--- config.mk ---
export PLATFORM = sky130hd
export DESIGN_NAME = pxl_shift_out
export DESIGN_NICKNAME = d
export VERILOG_FILES = /design/src/rtl/pxl_pkg.sv /design/src/rtl/pxl_rst_sync.sv /design/src/rtl/pxl_unpack.sv /design/src/rtl/pxl_pacer.sv /design/src/rtl/pxl_palette.sv /design/src/rtl/pxl_shift_out.sv
export SDC_FILE = /design/constraint.sdc
export NUM_CORES = 1
export LEC_CHECK = 0
export BUFFER_PORTS_ARGS = -buffer_cell sky130_fd_sc_hd__clkbuf_2
export CORE_AREA = 2 2 122 124
export CTS_BUF_LIST = sky130_fd_sc_hd__clkbuf_4
export CTS_CLUSTER_SIZE = 28
export DETAILED_ROUTE_END_ITERATION = 6
export DIE_AREA = 0 0 124 126
export PLACE_DENSITY = 0.53
export SYNTH_ARGS = -nofsm -noshare
export SYNTH_HDL_FRONTEND = slang
export SYNTH_SLANG_ARGS = --single-unit
--- constraint.sdc ---
create_clock -name clk -period 3.3 [get_ports clk]
set_clock_uncertainty 0.1 [all_clocks]
set_input_delay 0.165 -clock clk [delete_from_list [all_inputs] [get_ports clk]]
set_output_delay 0.165 -clock clk [all_outputs]
set_load 0.02 [all_outputs]
--- src/rtl/pxl_pkg.sv ---
package pxl_pkg;
  localparam int BYTE_W  = 8;
  localparam int PIX_MAX = 8;
  localparam int COLOR_W = 4;
  localparam int RGB_W   = 3;
  localparam int PAL_N   = 1 << COLOR_W;
  localparam int IDX_W   = $clog2(PIX_MAX);
  localparam int CNT_W   = IDX_W + 1;

  typedef enum logic [1:0] {
    DEPTH_1  = 2'd0,
    DEPTH_2  = 2'd1,
    DEPTH_4  = 2'd2,
    DEPTH_4B = 2'd3
  } depth_e;

  typedef logic [PIX_MAX-1:0][COLOR_W-1:0] pix_buf_t;

  function automatic logic [CNT_W-1:0] pix_count(input depth_e d);
    case (d)
      DEPTH_1: pix_count = CNT_W'(8);
      DEPTH_2: pix_count = CNT_W'(4);
      default: pix_count = CNT_W'(2);
    endcase
  endfunction
endpackage

--- src/rtl/pxl_rst_sync.sv ---
module pxl_rst_sync (
  input  logic clk,
  input  logic rst_n,
  output logic rst_sync_n
);
  logic [1:0] stage_q;

  always_ff @(posedge clk or negedge rst_n) begin
    if (!rst_n) stage_q <= 2'b00;
    else        stage_q <= {stage_q[0], 1'b1};
  end

  assign rst_sync_n = stage_q[1];
endmodule

--- src/rtl/pxl_unpack.sv ---
module pxl_unpack
  import pxl_pkg::*;
(
  input  logic [BYTE_W-1:0] byte_in,
  input  depth_e            depth,
  output pix_buf_t          pix
);
  pix_buf_t p1, p2, p4;

  for (genvar k = 0; k < PIX_MAX; k++) begin : g_pix
    assign p1[k] = {{(COLOR_W-1){1'b0}}, byte_in[BYTE_W-1-k]};
    if (k < BYTE_W/2) begin : g_d2
      assign p2[k] = {2'b00, byte_in[BYTE_W-1-2*k -: 2]};
    end else begin : g_d2_pad
      assign p2[k] = '0;
    end
    if (k < BYTE_W/4) begin : g_d4
      assign p4[k] = byte_in[BYTE_W-1-4*k -: 4];
    end else begin : g_d4_pad
      assign p4[k] = '0;
    end
  end

  always_comb begin
    case (depth)
      DEPTH_1: pix = p1;
      DEPTH_2: pix = p2;
      default: pix = p4;
    endcase
  end
endmodule

--- src/rtl/pxl_pacer.sv ---
module pxl_pacer
  import pxl_pkg::*;
#(
  parameter int SCALE_W = 4
) (
  input  logic               clk,
  input  logic               rst_n,
  input  logic               active,
  input  logic               line_start,
  input  logic [SCALE_W-1:0] scale_eff,
  input  logic [CNT_W-1:0]   count,
  output logic [IDX_W-1:0]   idx_q,
  output logic [IDX_W-1:0]   idx_n,
  output logic               fill
);
  logic [SCALE_W-1:0] cnt_q, cnt_n, cnt_ld;
  logic [CNT_W-1:0]   idx_inc;

  assign idx_inc = CNT_W'(idx_q) + CNT_W'(1);

  always_comb begin
    fill   = 1'b0;
    idx_n  = idx_q;
    cnt_ld = cnt_q;
    if (active) begin
      if (line_start) begin
        cnt_ld = scale_eff;
        idx_n  = '0;
        fill   = 1'b1;
      end else if (cnt_q == '0) begin
        cnt_ld = scale_eff;
        if (idx_inc == count) begin
          idx_n = '0;
          fill  = 1'b1;
        end else begin
          idx_n = idx_inc[IDX_W-1:0];
        end
      end
    end
    cnt_n = active ? cnt_ld - SCALE_W'(1) : cnt_q;
  end

  always_ff @(posedge clk or negedge rst_n) begin
    if (!rst_n) begin
      idx_q <= '0;
      cnt_q <= '0;
    end else if (active) begin
      idx_q <= idx_n;
      cnt_q <= cnt_n;
    end
  end


  frozen_when_idle_chk: assert property (@(posedge clk) disable iff (!rst_n)
    !active |=> ($stable(idx_q) && $stable(cnt_q)));


  hold_while_counting_chk: assert property (@(posedge clk) disable iff (!rst_n)
    (active && !line_start && cnt_q != '0) |=> $stable(idx_q));


  line_start_index_chk: assert property (@(posedge clk) disable iff (!rst_n)
    (active && line_start) |=> (idx_q == '0));


  index_in_range_chk: assert property (@(posedge clk) disable iff (!rst_n)
    CNT_W'(idx_q) < count);
endmodule

--- src/rtl/pxl_palette.sv ---
module pxl_palette
  import pxl_pkg::*;
(
  input  logic               clk,
  input  logic               rst_n,
  input  logic               we,
  input  logic [COLOR_W-1:0] waddr,
  input  logic [RGB_W-1:0]   wdata,
  input  logic [COLOR_W-1:0] raddr,
  output logic [RGB_W-1:0]   rdata
);
  logic [PAL_N-1:0][RGB_W-1:0] ent_q;

  for (genvar i = 0; i < PAL_N; i++) begin : g_ent
    logic ent_en;
    assign ent_en = we && (waddr == COLOR_W'(i));
    always_ff @(posedge clk or negedge rst_n) begin
      if (!rst_n)      ent_q[i] <= RGB_W'(i % 8);
      else if (ent_en) ent_q[i] <= wdata;
    end
  end

  assign rdata = ent_q[raddr];


  write_lands_chk: assert property (@(posedge clk) disable iff (!rst_n)
    we |=> (ent_q[$past(waddr)] == $past(wdata)));
endmodule

--- src/rtl/pxl_shift_out.sv ---
module pxl_shift_out
  import pxl_pkg::*;
#(
  parameter int SCALE_W = 4
) (
  input  logic               clk,
  input  logic               rst_n,
  input  logic               visible,
  input  logic               spacing,
  input  logic               line_start,
  input  logic [1:0]         depth_sel,
  input  logic [SCALE_W-1:0] scale,
  input  logic [7:0]         fetch_byte,
  input  logic               pal_we,
  input  logic [3:0]         pal_waddr,
  input  logic [2:0]         pal_wdata,
  output logic [2:0]         rgb_out
);
  logic               rst_s_n;
  logic               active;
  logic [SCALE_W-1:0] scale_eff;
  depth_e             depth_q, depth_n, depth_in;
  pix_buf_t           buf_q, buf_n, unpacked;
  logic [IDX_W-1:0]   idx_q, idx_n;
  logic               fill;
  logic [RGB_W-1:0]   pal_rd, rgb_q, rgb_n;

  pxl_rst_sync u_rst (
    .clk        (clk),
    .rst_n      (rst_n),
    .rst_sync_n (rst_s_n)
  );

  assign active    = visible && !spacing;
  assign scale_eff = (scale == '0) ? SCALE_W'(1) : scale;
  assign depth_in  = depth_e'(depth_sel);

  pxl_unpack u_unpack (
    .byte_in (fetch_byte),
    .depth   (depth_in),
    .pix     (unpacked)
  );

  pxl_pacer #(.SCALE_W(SCALE_W)) u_pacer (
    .clk        (clk),
    .rst_n      (rst_s_n),
    .active     (active),
    .line_start (line_start),
    .scale_eff  (scale_eff),
    .count      (pix_count(depth_q)),
    .idx_q      (idx_q),
    .idx_n      (idx_n),
    .fill       (fill)
  );

  always_comb begin
    buf_n   = fill ? unpacked : buf_q;
    depth_n = fill ? depth_in : depth_q;
  end

  pxl_palette u_pal (
    .clk   (clk),
    .rst_n (rst_s_n),
    .we    (pal_we),
    .waddr (pal_waddr),
    .wdata (pal_wdata),
    .raddr (buf_n[idx_n]),
    .rdata (pal_rd)
  );

  assign rgb_n = active ? pal_rd : '0;

  always_ff @(posedge clk or negedge rst_s_n) begin
    if (!rst_s_n) begin
      buf_q   <= '0;
      depth_q <= DEPTH_1;
    end else if (fill) begin
      buf_q   <= buf_n;
      depth_q <= depth_n;
    end
  end

  always_ff @(posedge clk or negedge rst_s_n) begin
    if (!rst_s_n) rgb_q <= '0;
    else          rgb_q <= rgb_n;
  end

  assign rgb_out = rgb_q;


  blank_output_chk: assert property (@(posedge clk) disable iff (!rst_s_n)
    !active |=> (rgb_out == '0));


  buffer_static_chk: assert property (@(posedge clk) disable iff (!rst_s_n)
    !fill |=> $stable(buf_q));
endmodule

==> key figures, run 1 <==
Logic synthesis
  – Mapped Avg Cell Area: 11.6 um^2
  – Leading area contributor after synthesis: dfrtp_1
  – Seq/Total Area, Yosys: 48.2%
  – Post-synth cell types: 68
  – Top-area cell type share of the netlist area: 35.5%
  – Post-synth EDFFs: 0
  – Cell area after synthesis: 0.00494 mm^2
  – Synth Warn #: 0
  – Synthesized Nets: 455
  – Cell count after synthesis: 426
  – Ys async rst share: 100%
  – Post-synth top flop: dfrtp_1
  – Synth top area cells: dfrtp_1 (35%), dfstp_2 (13%), mux2_2 (12%)
  – FF+latch count, synth: 94

GRT
  – Initial antenna violation count: 0
  – First-pass GRT wire length: 19400 um
  – Grt total ovfl: 0
  – Number of global-route vias before repair: 3745
  – Largest net degree at the start of global routing: 58
  – GRT Total Usage: 15.9%

STA
  – Setup TNS: -0.194 ns
  – Pins Over Slew Limit: 0
  – Crit path time final: 3.37 ns
  – Peak Freq: 296 MHz
  – Worst rel slew slack: 51.6%
  – Final setup vio count: 3
  – Fin crit share: 102%
  – Worst Tran Pin Value: 0.726 ns
  – RSZ-0062 raised after global routing: true
  – Worst hold slack: 0.0651 ns
  – Post-route worst setup slack: -0.0729 ns
  – Final hold vios: 0

Critical path
  – Max stage delay cell, worst path: dfrtp_1
  – Crit path capture type: flop
  – Arrival @ worst endpoint: 3.68 ns
  – Startpoint types: flop
  – CP cell instances: ha_4 > or3b_4 > a21oi_4 > a41o_1 > buf_6 > o221ai_2 > a221oi_4 > a31oi_4 > buf_12 > buf_12 > mux2i_1 > mux2_1 > a2bb2oi_1 > mux2i_1
  – Critical Path Fanout Max: 12
  – CP Class: flop to flop
  – Required @ worst endpoint: 3.61 ns
  – Slowest stage delay, CP: 0.44 ns

CTS
  – Clock Latency Late Sink: 0.47 ns
  – Clock Path Buffers: 2
  – Worst-path clk slew: 0.15 ns
  – CTS tree: built
  – # H-tree levels: 3
  – Clock root cell: clkbuf_4
  – Clk sinks: 94
  – CTS buffer count: 9

Final layout
  – Layout cell share with drive strength beyond 1: 40.2%
  – Inserted Diodes: 0
  – Post-Layout Cell Count: 702
  – Nets@finish: 542
  – Commonest non-fill, non-tap cell in the layout: dfrtp_1
  – P&R area growth vs syn: 23.0%
  – Post-Layout Inst Area: 0.00608 mm^2
  – Most frequent cells in the layout: dfrtp_1 (69), mux2_2 (54), buf_4 (45)

Outcome
  – Status: finished with violations
  – Failing checks: setup timing

Drt
  – Number of remaining DRC errors: 0
  – Starting DRT DRC Count: 182
  – Post-route ant nets: 0
  – Vias per cell: 5.08
  – DR WL/cell: 16.3 um
  – Drt total wl: 11500 um
  – TritonRoute pass-1 iters: 4
  – DR vias: 3569

Die
  – Die width: 124 um
  – Initial Util: 34.5%
  – CORE AREA: 0.0143 mm^2
  – Die area: 0.0156 mm^2
  – Die Y: 126 um
  – Ports: 30
  – Row count: 44

Power
  – Static Leakage: 0.00262 uW
  – Total power: 4720 uW
  – PwrDens: 776 mW/mm^2
  – Maximum VDD drop: 297 uV

Min path
  – Hold Crit Class: input port to flop

Placement
  – Post-Place Cells: 662
  – Buffers on Ports: 29
  – GPL Wtd Cong: 0.823
  – Area after DPL: 0.00560 mm^2
  – DP HPWL: 8380 um

Run
  – Max-Cap Viols: 0
## layout make-up
| type | count | area [um^2] |
|---|---|---|
| clock buffer | 9 | 67.6 |
| inverter | 7 | 30.0 |
| clock inverter | 7 | 77.6 |
| tap | 184 | 230 |
| fill | 1382 | 8240 |
| multi-input combinational | 304 | 2530 |
| sequential | 94 | 2390 |
| timing repair buffer | 97 | 754 |
## power by group
group | total (uW) | internal (uW) | switching [uW] | leakage, uW
clock network | 653 | 242 | 412 | 0.0000830
logic | 2470 | 1320 | 1150 | 0.00138
registers | 1590 | 1430 | 159 | 0.00115
## sequential cells by signal, summed over array words and instances, names as in the netlist
signal         flops
buf_q             32
depth_q            2
rgb_out            3
u_pacer.cnt_q      4
u_pacer.idx_q      3
u_pal.ent_q       48
u_rst.stage_q      2
## timing repair
item	CTS	global route
gates resized for setup	16	0
hold buffers	18	0
setup endpoints to repair	3	3
pin swaps	10	0
hold endpoints to repair	21	0
buffers inserted	6	0
## kinds of logic after synthesis
logic type | share of synthesized area [%]
fa+ha+maj | 0.506
flops | 48.2
mux | 22.2
compound gates | 11.1
xor+xnor | 0.507
simple gates | 14.7
other cells | 0.0759
buf+inv | 2.73
## worst paths after layout
kind	start	end	slack, ns	cells past startpoint
max in group asynchronous	u_rst.stage_q[1]$_DFF_PN0_	u_pal.ent_q[45]$_DFFE_PN1P_	2.01	1
min in group asynchronous	u_rst.stage_q[1]$_DFF_PN0_	u_pal.ent_q[13]$_DFFE_PN0P_	0.29	0
max	u_pacer.idx_q[0]$_DFFE_PN0P_	rgb_out[1]$_DFF_PN0_	-0.07	14
min reg2reg	u_rst.stage_q[0]$_DFF_PN0_	u_rst.stage_q[1]$_DFF_PN0_	0.27	0
max reg2reg	u_pacer.idx_q[0]$_DFFE_PN0P_	rgb_out[1]$_DFF_PN0_	-0.07	14
min	scale[1]	u_pacer.cnt_q[0]$_DFFE_PN0P_	0.07	4
## worst max-delay path, delay by kind of cell (launching register included)
family          cells  cell delay, ns
fa+ha+maj           1            0.26
buf+inv             3            0.46
compound gates      6            1.11
mux                 3            0.56
simple gates        1            0.38
flops               1            0.44
## cells in the mapped netlist (all sizes together) (6+ instances only)
library cell / instances
and2: 19
a21oi: 14
dfrtp: 70
nand3: 10
buf: 7
dfstp: 24
nor3: 6
o21ai: 20
nand2: 44
mux2i: 31
nand2b: 8
mux4: 6
nor2: 23
inv: 6
mux2: 56
clkbuf: 14
## layer usage
layer	vias up	track usage, %	wire, um
li1	1728	-	-
met1	1763	21.1	5310
met2	63	26.0	5590
met3	15	3.31	386
met4	0	5.22	184
met5	-	0	0
## metrics by stage
stage | utilization [%] | setup WS (ns)
final | 42.5 | -0.0729
after global routing | 42.5 | -0.259
after CTS | 42.5 | -0.0676
after detailed placement | 39.1 | -0.182
after global placement | 39.1 | -0.116
after floorplan | - | -0.235
No activity file was read; power rests on OpenSTA's default activity.
==> inputs of run 2 (changes only) <==
Settings changed: ABC_AREA set to 1, CORE_AREA 2 2 122 124 to 2 2 121 123, DIE_AREA 0 0 124 126 to 0 0 123 125, REMOVE_ABC_BUFFERS set to 1.
==> run 2 against run 1 <==
  * The run now ends clean
  * Synthesized area is 1.7% lower
  * Cell count up 19%
  * Register-to-register slack gained 0.40 ns
  * Non-clock buffer count down 43
  * Critical endpoint is now rgb_out[2]$_DFF_PN0_
  * Highest routed layer unchanged
==> key figures, run 2 <==
Critical path
  – Crit path capture type: flop
  – CP Class: flop to flop
  – Startpoint types: flop
  – Required @ worst endpoint: 3.60 ns (about the same)
  – Arrival @ worst endpoint: 3.28 ns (-0.40 ns)
  – Critical Path Fanout Max: 12 (unchanged)
  – Slowest stage delay, CP: 0.56 ns (+0.12 ns)
  – CP most frequent cell: nand2_1
  – CP cell instances: ha_4 > nand2_1 > nand2_1 > nor2_1 > nand3_2 > nand2_2 > nand2_4 > inv_2 > nand3_1 > dlygate4sd3_1 > nand2_1 > nand2_1 > nand3_1 > nand3_1 > o21ai_4 > inv_1 > nand2_1 > nor2_1 > nor2_1
  – Max stage delay cell, worst path: dlygate4sd3_1

Drt
  – DR WL met3: 375 um (-2.8%)
  – Number of remaining DRC errors: 0 (unchanged)
  – Met2 WL: 5710 um (+2.3%)
  – DR vias: 4103 (+15%)
  – Max Used Layer: met4
  – Post-route ant nets: 0 (unchanged)
  – TritonRoute pass-1 iters: 5 (+1)
  – Starting DRT DRC Count: 287 (+58%)
  – Vias per cell: 4.90 (-3.6%)
  – DR WL/cell: 14.1 um (-13%)
  – Drt total wl: 11800 um (+3.2%)
  – Met1 wire length: 5570 um (+4.9%)

Placement
  – DP HPWL: 8370 um (-0.11%)
  – Buffers on Ports: 29 (unchanged)
  – GPL Wtd Cong: 0.827 (+0.45%)

CTS
  – # H-tree levels: 3 (unchanged)
  – Clock Latency Late Sink: 0.47 ns (about the same)
  – Worst-path clk slew: 0.13 ns (-0.02 ns)
  – Clock Path Buffers: 2 (unchanged)
  – # Post-CTS Setup Buffers: 0 (-6)
  – CTS buffer count: 9 (unchanged)
  – CTS tree: built
  – Clock root cell: clkbuf_4
  – Clk sinks: 94 (unchanged)

Final layout
  – Max FFs per register: 48 (unchanged)
  – Finished Core Util: 38.8% (-3.7 points)
  – Inserted Diodes: 0 (unchanged)
  – Layout cell share with drive strength beyond 1: 17.5% (-23 points)
  – Commonest non-fill, non-tap cell in the layout: nand2_1
  – Most frequent cells in the layout: nand2_1 (171), nand3_1 (94), dfrtp_1 (68)
  – Largest registers: u_pal.ent_q x48, buf_q x32, u_pacer.cnt_q x4
  – Nets@finish: 677 (+25%)
  – P&R area growth vs syn: 13.4%
  – Top reg by flops: u_pal.ent_q

Logic synthesis
  – Post-synth top flop: dfrtp_1
  – Post-synth EDFFs: 0 (unchanged)
  – Synth Warn #: 0 (unchanged)
  – Cell count after synthesis: 601 (+41%)
  – FF+latch count, synth: 94 (unchanged)
  – Most numerous cell in the Yosys netlist: nand2_1
  – Synth top area cells: dfrtp_1 (36%), nand2_1 (13%), dfstp_2 (13%)
  – Top-area cell type share of the netlist area: 36.1% (+0.61 points)
  – Synth top cells by count: nand2_1 (171), nand3_1 (94), dfrtp_1 (70), inv_1 (61), o21ai_0 (60)
  – Ys async rst share: 100% (unchanged)
  – Mapped Avg Cell Area: 8.08 um^2 (-30%)
  – Seq/Total Area, Yosys: 49.0% (+0.83 points)
  – Post-synth cell types: 43 (-37%)
  – Leading area contributor after synthesis: dfrtp_1
  – Cell area after synthesis: 0.00486 mm^2 (-1.7%)

Power
  – Internal power: 2100 uW (-30%)
  – PwrDens: 592 mW/mm^2 (-24%)
  – Gate power share: 31.2% (-21 points)
  – Switch share: 35.5% (-1.0 points)
  – Maximum VDD drop: 398 uV (+34%)
  – Clock Power Share: 21.1% (+7.2 points)
  – Sw Pwr: 1160 uW (-33%)
  – Seq pwr share: 47.7% (+14 points)
  – Static Leakage: 0.00260 uW (-0.41%)

Die
  – Die width: 123 um (-0.81%)
  – Die Y: 125 um (-0.79%)
  – Die area: 0.0154 mm^2 (-1.6%)
  – Ports: 30 (unchanged)
  – Row count: 44 (unchanged)
  – CORE AREA: 0.0142 mm^2 (-0.77%)
  – Initial Util: 34.2% (-0.32 points)

STA
  – Worst Tran Pin Value: 0.804 ns (+0.0772 ns)
  – RSZ-0062 raised after global routing: false
  – Worst rel slew slack: 46.4% (-5.1 points)
  – Setup TNS: 0 ns (+0.194 ns)
  – Worst hold slack: 0.0534 ns (-0.0117 ns)
  – Peak Freq: 336 MHz (+13%)
  – Final setup vio count: 0 (-3)
  – Crit path time final: 2.98 ns (-0.397 ns)
  – Final hold vios: 0 (unchanged)
  – Pins Over Slew Limit: 0 (unchanged)
  – Fin crit share: 90.2% (-12 points)

GRT
  – Largest net degree at the start of global routing: 63 (+8.6%)
  – First-pass GRT wire length: 20200 um (+4.1%)
  – Initial antenna violation count: 0 (unchanged)
  – Grt total ovfl: 0 (unchanged)
  – GRT Total Usage: 16.6% (+0.69 points)
  – Number of global-route vias before repair: 4148 (+11%)

Run
  – Max-Cap Viols: 0 (unchanged)

Min path
  – Hold Crit Class: input port to flop

Outcome
  – Status: finished, final reports clean
[run 2: cells by family after synthesis]
| family | share of synthesized area, % |
|---|---|
| xor+xnor | 0.361 |
| mux | 0.206 |
| other cells | 0.0772 |
| buf+inv | 8.73 |
| fa+ha+maj | 0.515 |
| compound gates | 10.2 |
| flops | 49.0 |
| simple gates | 30.8 |
[run 2: what timing repair did]
action / in CTS / in global routing
hold endpoints to repair: 17 / 0
endpoints found under the setup margin: 0 / 3
hold buffers: 17 / 0
gates resized for setup: 0 / 5
[run 2: layer usage]
layer  vias to the layer above  GRT usage (%)
li1                       2041              -
met1                      1976           21.4
met2                        75           27.9
met3                        11           3.42
met4                         0           5.15
met5                         -              0
[run 2: final timing paths]
check	slack, ns	startpoint	cells after the start	to
setup / recovery	0.32	u_pacer.idx_q[0]$_DFFE_PN0P_	19	rgb_out[2]$_DFF_PN0_
hold / removal	0.05	pal_waddr[3]	4	u_pal.ent_q[23]$_DFFE_PN1P_
setup reg to reg	0.32	u_pacer.idx_q[0]$_DFFE_PN0P_	19	rgb_out[2]$_DFF_PN0_
hold reg to reg	0.27	u_rst.stage_q[0]$_DFF_PN0_	0	u_rst.stage_q[1]$_DFF_PN0_
max in group asynchronous	1.97	u_rst.stage_q[1]$_DFF_PN0_	1	u_pal.ent_q[34]$_DFFE_PN1P_
min in group asynchronous	0.35	u_rst.stage_q[1]$_DFF_PN0_	0	u_pal.ent_q[42]$_DFFE_PN0P_
[run 2: power by group through the flow]
stage	combinational, uW	clock (uW)	sequential (uW)
detailed placement	987	0	1570
global route	1180	763	1580
finish	1020	688	1550
global placement	978	0	1570
CTS	1010	715	1550
floorplan	731	0	1540
[run 2: critical path, delay by kind of cell, from the launching register on]
family,cells,cell delay (ns)
AO/OA/AOI/OAI,1,0.11
adder cells (fa/ha/maj),1,0.26
buffers and inverters,3,0.77
flip-flops,1,0.48
AND/OR/NAND/NOR,14,1.19
[run 2: final cells by class]
cell class	count	area, um^2
fillers	1511	8700
flip-flops and latches	94	2390
multi-input cells	419	2080
repair buffers	54	375
inverters	70	283
well taps	184	230
clock inverters	6	76.3
clock buffers	10	75.1
[run 2: metrics by stage]
| step | cell area (um^2) | instances | setup WS [ns] | total power, uW |
|---|---|---|---|---|
| 6_report | 5510 | 837 | 0.324 | 3260 |
| 5_1_grt | 5510 | 837 | 0.0368 | 3520 |
| 4_1_cts | 5480 | 837 | 0.0566 | 3280 |
| 3_5_place_dp | 5150 | 804 | 0.278 | 2560 |
| 3_3_place_gp | 5150 | 804 | 0.389 | 2550 |
| 2_1_floorplan | 4720 | 583 | 0.378 | 2270 |
